<file path="config.mk">
export PLATFORM = sky130hd
export DESIGN_NAME = sector_prog_seq
export DESIGN_NICKNAME = d
export VERILOG_FILES = /design/src/rtl/spq_pkg.sv /design/src/rtl/spq_gate.sv /design/src/rtl/spq_hold.sv /design/src/rtl/spq_array.sv /design/src/rtl/sector_prog_seq.sv
export SDC_FILE = /design/constraint.sdc
export NUM_CORES = 2
export LEC_CHECK = 0
export BUFFER_PORTS_ARGS = -buffer_cell sky130_fd_sc_hd__clkbuf_2
export CAP_MARGIN = 15
export CORE_MARGIN = 2
export CORE_UTILIZATION = 45
export CTS_BUF_LIST = sky130_fd_sc_hd__clkbuf_8
export DETAILED_ROUTE_END_ITERATION = 10
export PLACE_DENSITY_LB_ADDON = 0.3
export SLEW_MARGIN = 10
export SYNTH_ARGS = -nofsm -noshare
export SYNTH_HDL_FRONTEND = slang
export SYNTH_SLANG_ARGS = --single-unit
</file>
<file path="constraint.sdc">
create_clock -name clk -period 4.9 [get_ports clk]
set_clock_uncertainty 0.15 [all_clocks]
set_input_delay 0.245 -clock clk [delete_from_list [all_inputs] [get_ports clk]]
set_output_delay 0.245 -clock clk [all_outputs]
set_load 0.01 [all_outputs]
</file>
<file path="src/rtl/spq_pkg.sv">
package spq_pkg;
  typedef enum logic [1:0] {
    S_IDLE = 2'd0,
    S_ARR  = 2'd1,
    S_SR   = 2'd2,
    S_BUSY = 2'd3
  } spq_state_t;
endpackage

</file>
<file path="src/rtl/spq_gate.sv">
module spq_gate #(
  parameter int SEC_W = 3
) (
  input  logic             latch,
  input  logic             pe_bit,
  input  logic             pin,
  input  logic [1:0]       lock_sel,
  input  logic [SEC_W-1:0] sec,
  output logic             arr_ok,
  output logic             sr_ok
);
  logic locked;
  logic hw_prot;

  always_comb begin
    case (lock_sel)
      2'b00:   locked = 1'b0;
      2'b01:   locked = &sec[SEC_W-1:SEC_W-2];
      2'b10:   locked = sec[SEC_W-1];
      default: locked = 1'b1;
    endcase
  end

  assign hw_prot = pe_bit & ~pin;
  assign arr_ok  = latch & ~locked;
  assign sr_ok   = latch & ~hw_prot;
endmodule

</file>
<file path="src/rtl/spq_hold.sv">
module spq_hold #(
  parameter int BYTES = 32,
  parameter int IDX_W = 5
) (
  input  logic             clk,
  input  logic             we,
  input  logic [IDX_W-1:0] widx,
  input  logic [7:0]       wdata,
  input  logic [IDX_W-1:0] ridx,
  output logic [7:0]       rdata
);
  logic [7:0] hold_q [BYTES];

  always_ff @(posedge clk) begin
    if (we) hold_q[widx] <= wdata;
  end

  assign rdata = hold_q[ridx];
endmodule

</file>
<file path="src/rtl/spq_array.sv">
module spq_array #(
  parameter int AW = 8,
  parameter int DW = 8
) (
  input  logic          clk,
  input  logic          we,
  input  logic [AW-1:0] waddr,
  input  logic [DW-1:0] wdata,
  input  logic [AW-1:0] raddr,
  output logic [DW-1:0] rdata
);
  logic [DW-1:0] mem [2**AW];

  always_ff @(posedge clk) begin
    if (we) mem[waddr] <= wdata;
    rdata <= mem[raddr];
  end
endmodule

</file>
<file path="src/rtl/sector_prog_seq.sv">
module sector_prog_seq #(
  parameter int ADDR_W    = 8,
  parameter int SEC_BYTES = 32,
  parameter int BUSY_CYC  = 40
) (
  input  logic              clk,
  input  logic              rst,
  input  logic              en_req,
  input  logic              prog_req,
  input  logic [ADDR_W-1:0] prog_addr,
  input  logic              sr_req,
  input  logic              byte_valid,
  input  logic [7:0]        byte_data,
  input  logic              cs_rise,
  input  logic              cs_aligned,
  input  logic              prot_pin,
  input  logic [ADDR_W-1:0] rd_addr,
  output logic [7:0]        rd_data,
  output logic [7:0]        status
);
  import spq_pkg::*;

  localparam int IDX_W    = $clog2(SEC_BYTES);
  localparam int SEC_W    = ADDR_W - IDX_W;
  localparam int CNT_W    = $clog2(SEC_BYTES + 2);
  localparam int BUSY_EFF = (BUSY_CYC < SEC_BYTES) ? SEC_BYTES : BUSY_CYC;
  localparam int BW       = $clog2(BUSY_EFF + 1);

  spq_state_t       state;
  logic [CNT_W-1:0] byte_cnt;
  logic [SEC_W-1:0] sec_q;
  logic [BW-1:0]    busy_cnt;
  logic             is_arr_q, pip_q, latch_q, pe_q;
  logic [1:0]       lock_q, sr_lock_q;
  logic             sr_pe_q;
  logic             arr_ok, sr_ok;
  logic             hold_we, mem_we;
  logic [7:0]       hold_rd;
  logic             unused_lo;

  assign unused_lo = ^prog_addr[IDX_W-1:0];

  spq_gate #(.SEC_W(SEC_W)) u_gate (
    .latch(latch_q), .pe_bit(pe_q), .pin(prot_pin), .lock_sel(lock_q),
    .sec(sec_q), .arr_ok(arr_ok), .sr_ok(sr_ok)
  );

  assign hold_we = (state == S_ARR) && byte_valid && !cs_rise &&
                   (byte_cnt < CNT_W'(SEC_BYTES));

  spq_hold #(.BYTES(SEC_BYTES), .IDX_W(IDX_W)) u_hold (
    .clk(clk), .we(hold_we), .widx(byte_cnt[IDX_W-1:0]), .wdata(byte_data),
    .ridx(busy_cnt[IDX_W-1:0]), .rdata(hold_rd)
  );

  assign mem_we = (state == S_BUSY) && is_arr_q && (busy_cnt < BW'(SEC_BYTES));

  spq_array #(.AW(ADDR_W), .DW(8)) u_array (
    .clk(clk), .we(mem_we), .waddr({sec_q, busy_cnt[IDX_W-1:0]}),
    .wdata(hold_rd), .raddr(rd_addr), .rdata(rd_data)
  );

  always_ff @(posedge clk) begin
    if (rst) begin
      state     <= S_IDLE;
      byte_cnt  <= '0;
      sec_q     <= '0;
      busy_cnt  <= '0;
      is_arr_q  <= 1'b0;
      pip_q     <= 1'b0;
      latch_q   <= 1'b0;
      pe_q      <= 1'b0;
      lock_q    <= 2'b00;
      sr_lock_q <= 2'b00;
      sr_pe_q   <= 1'b0;
    end else begin
      case (state)
        S_IDLE: begin
          byte_cnt <= '0;
          if (prog_req) begin
            state <= S_ARR;
            sec_q <= prog_addr[ADDR_W-1:IDX_W];
          end else if (sr_req) begin
            state <= S_SR;
          end else if (en_req) begin
            latch_q <= 1'b1;
          end
        end
        S_ARR: begin
          if (cs_rise) begin
            state <= S_IDLE;
            if (byte_cnt == CNT_W'(SEC_BYTES) && cs_aligned) begin
              if (arr_ok) begin
                state    <= S_BUSY;
                pip_q    <= 1'b1;
                is_arr_q <= 1'b1;
                busy_cnt <= '0;
              end else begin
                latch_q <= 1'b0;
              end
            end
          end else if (byte_valid && byte_cnt <= CNT_W'(SEC_BYTES)) begin
            byte_cnt <= byte_cnt + 1'b1;
          end
        end
        S_SR: begin
          if (cs_rise) begin
            state <= S_IDLE;
            if (byte_cnt == CNT_W'(1) && cs_aligned) begin
              if (sr_ok) begin
                lock_q   <= sr_lock_q;
                pe_q     <= sr_pe_q;
                state    <= S_BUSY;
                pip_q    <= 1'b1;
                is_arr_q <= 1'b0;
                busy_cnt <= '0;
              end else begin
                latch_q <= 1'b0;
              end
            end
          end else if (byte_valid) begin
            if (byte_cnt == '0) begin
              sr_lock_q <= byte_data[3:2];
              sr_pe_q   <= byte_data[7];
            end
            if (byte_cnt < CNT_W'(2)) byte_cnt <= byte_cnt + 1'b1;
          end
        end
        default: begin
          if (busy_cnt == BW'(BUSY_EFF - 1)) begin
            state   <= S_IDLE;
            pip_q   <= 1'b0;
            latch_q <= 1'b0;
          end else begin
            busy_cnt <= busy_cnt + 1'b1;
          end
        end
      endcase
    end
  end

  assign status = {pe_q, 3'b000, lock_q, latch_q, pip_q};


  mem_we_busy_chk: assert property (@(posedge clk) disable iff (rst)
    mem_we |-> pip_q);


  commit_cs_chk: assert property (@(posedge clk) disable iff (rst)
    $rose(pip_q) |-> $past(cs_rise && cs_aligned));


  sr_prot_chk: assert property (@(posedge clk) disable iff (rst)
    !$stable(pe_q) |-> $past(latch_q && (prot_pin || !pe_q)));


  latch_clr_chk: assert property (@(posedge clk) disable iff (rst)
    $fell(pip_q) |-> !latch_q);


  busy_hold_chk: assert property (@(posedge clk) disable iff (rst)
    pip_q |=> ($stable(lock_q) && $stable(pe_q)));
endmodule

</file>
==> reports/metrics.yaml <==
place_congestion: 0.8369
synthTopCellsByCount: "edfxtp_1, mux4_2, nor2_1"
yosysMostFrequentCell: "edfxtp_1"
clkSinkCount: 2343
synth_top_area_share: 0.7578
postCtsResizedCells: 0
syn_inst: 4357
fill_cells: 16000
synth_area_leaders: "edfxtp_1, mux4_2, mux2i_1, nor2_1, dfxtp_1"
viasPerCell: 5.925
worst-path-max-fanout: 116
drv_cap: 0
synth_area_sq_um: 91290
grt_pass1_wl_um: 315900
max_freq_ghz: 0.2623
arrival_ns: 4.35
worst_hold_startpoint: "rd_addr[4]"
grt_start_max_net_pins: 168
hold_class: "input port to register"
grt_use_total: 0.2109
max_slew.worst_pin.slew_ns: 1.211
cts_root_buf: "clkbuf_8"
leakage_nw: 31.75
reg2regPathDepth: 5
r2r-end: "u_array.mem[185][2]"
yosys_warnings: 0
routedWlPerCell_um: 28.66
core_area_sq_um: 201900
wirelength_um: 218800
finalCritPeriodShare: 0.7781
fin_crit_ns: 3.813
antenna_found_initial: 5
nets: 4736
clk_path_buf_depth: 4
ios: 49
detail_route.first_pass.iterations: 5
num_vias: 45230
hold_path_depth: 6
port_buffers: 40
outcome: "finished, final reports clean"
dpl.cell_count: 6934
dieHeight_um: 454.4
min_delay_worst_endpoint: "u_array.rdata[7]"
finish.cell_count_without_fillers: 7634
synth_flop_cell: "edfxtp_1"
cts_tree: "built"
fp.dieArea_sq_um: 206500
ant_nets: 0
yosysSeqAreaShare: 0.7664
regArea_sq_um: 69970
clock_latency_ns: 1.08
syn_avg_cell_area_sq_um: 20.95
vdd_drop_max_v: 0.0003259
tns_ns: 0
fp.dieW_um: 454.4
rrSetupSlack_ns: 1.09
yosysTopAreaCell: "edfxtp_1"
drv_slew: 0
htree_levels: 5
cp-end-kind: "register"
grt_pass1_vias: 45760
required_ns: 5.43
rsz0062_at_grt: "false"
hold_slack_ns: 0.1795
synth_edf_count: 2304
slew_headroom: 0.1926
rows: 165
clk_pin_slew_worst_paths_ns: 0.06
drt_iter0_drc: 5143
setup_viol: 0
final_hold_viol_count: 0
multi_input_area_sq_um: 19690
syn_to_final_growth_pct: 11.32
grt-ovfl-total: 0
drive_above_1_share: 0.2409
async_flop_share: 0
ys_types: 73
startpoint_type: "register"
start_util: 0.4522
powerDensity_nw_per_um2: 430.5
drcViolationCount: 0
place_hpwl_um: 130400
numCtsBuffers: 383
path_class: "register to register"
ys_ff_latch: 2343
## critical path, cell delays in order, from the launching register on
cell and delay [ns]:
dfxtp_4 0.72, buf_12 0.29, mux4_2 0.54, mux4_2 0.52, mux2_8 0.53, buf_4 0.46
## how the worst max path moves through the flow
stage / startpoint / end / slack [ns] / cells after the start
final: register / u_array.mem[185][2] / 1.09 / 5
after global routing: register / u_array.mem[185][2] / 0.93 / 5
after CTS: register / u_array.mem[170][1] / 1.07 / 5
after detailed placement: rd_addr[0] / u_array.rdata[1] / 0.73 / 9
after global placement: rd_addr[0] / u_array.rdata[1] / 0.82 / 9
after floorplan: register / u_array.mem[0][0] / 0.99 / 5
## flip-flops by register name, indices dropped and copies added, names as in the netlist, named ones only
register / count
sec_q: 3
is_arr_q: 1
byte_cnt: 6
pip_q: 1
latch_q: 1
state: 2
sr_lock_q: 2
sr_pe_q: 1
u_array.rdata: 8
u_array.mem: 2048
busy_cnt: 6
u_hold.hold_q: 256
pe_q: 1
lock_q: 2
## layer usage
layer  part of all wire  up-vias  wire (um)  track usage
li1                   -    18950          -            -
met1               0.42    23990      92170       0.3016
met2               0.47     1925     103800       0.3270
met3              0.075      367      16370      0.04177
met4              0.029        0       6438      0.07016
met5                  0        -          0            0
## report_power, final
part           switching (mW)  internal (mW)  leakage [nW]
Sequential              0.152           23.8          21.0
Clock                    7.47           7.67          3.85
Combinational            3.32           1.34          6.88
Total                    10.9           32.8          31.7
## final cells by class
class,count,share of cell area
diodes,2,0.00004925
multi-input cells,1732,0.1937
repair buffers,216,0.01923
inverters,15,0.0005540
well taps,2672,0.03290
clock inverters,266,0.01246
flip-flops and latches,2343,0.6885
clock buffers,388,0.05255
## cells by family after synthesis
logic type	count (synthesis)	share of synthesized area
buffers and inverters	284	0.01987
adder cells (fa/ha/maj)	12	0.001645
multiplexers	678	0.1451
other	1	0.00004108
flip-flops	2343	0.7664
AO/OA/AOI/OAI	473	0.03857
XOR/XNOR	4	0.0003837
AND/OR/NAND/NOR	562	0.02800
## through the flow
| step | utilization | setup slack [ns] | power [mW] | area, sq um |
|---|---|---|---|---|
| global placement | 0.4684 | 0.8160 | 28.81 | 94580 |
| floorplan | - | 0.9918 | 27.08 | 91300 |
| global route | 0.5033 | 0.9256 | 45.22 | 101600 |
| CTS | 0.5033 | 1.075 | 44.02 | 101600 |
| finish | 0.5033 | 1.087 | 43.75 | 101600 |
| detailed placement | 0.4684 | 0.7338 | 28.97 | 94580 |
## cells in the final DEF (no fill, tap or decap), types with 39 or more instances in the layout
| master | n |
|---|---|
| a21oi_1 | 76 |
| a221oi_1 | 40 |
| a22o_1 | 49 |
| a22oi_1 | 94 |
| buf_4 | 109 |
| clkbuf_8 | 388 |
| clkinv_1 | 86 |
| dlygate4sd3_1 | 44 |
| edfxtp_1 | 2304 |
| inv_1 | 142 |
| mux2i_1 | 135 |
| mux4_2 | 512 |
| nand2_1 | 66 |
| nor2_1 | 328 |
| o22ai_1 | 39 |
## timing repair
item / CTS / global route
hold buffers: 44 / 0
setup buffers: 0 / 0
endpoints found under the hold margin: 287 / 0
(Power assumes the default switching activity.)
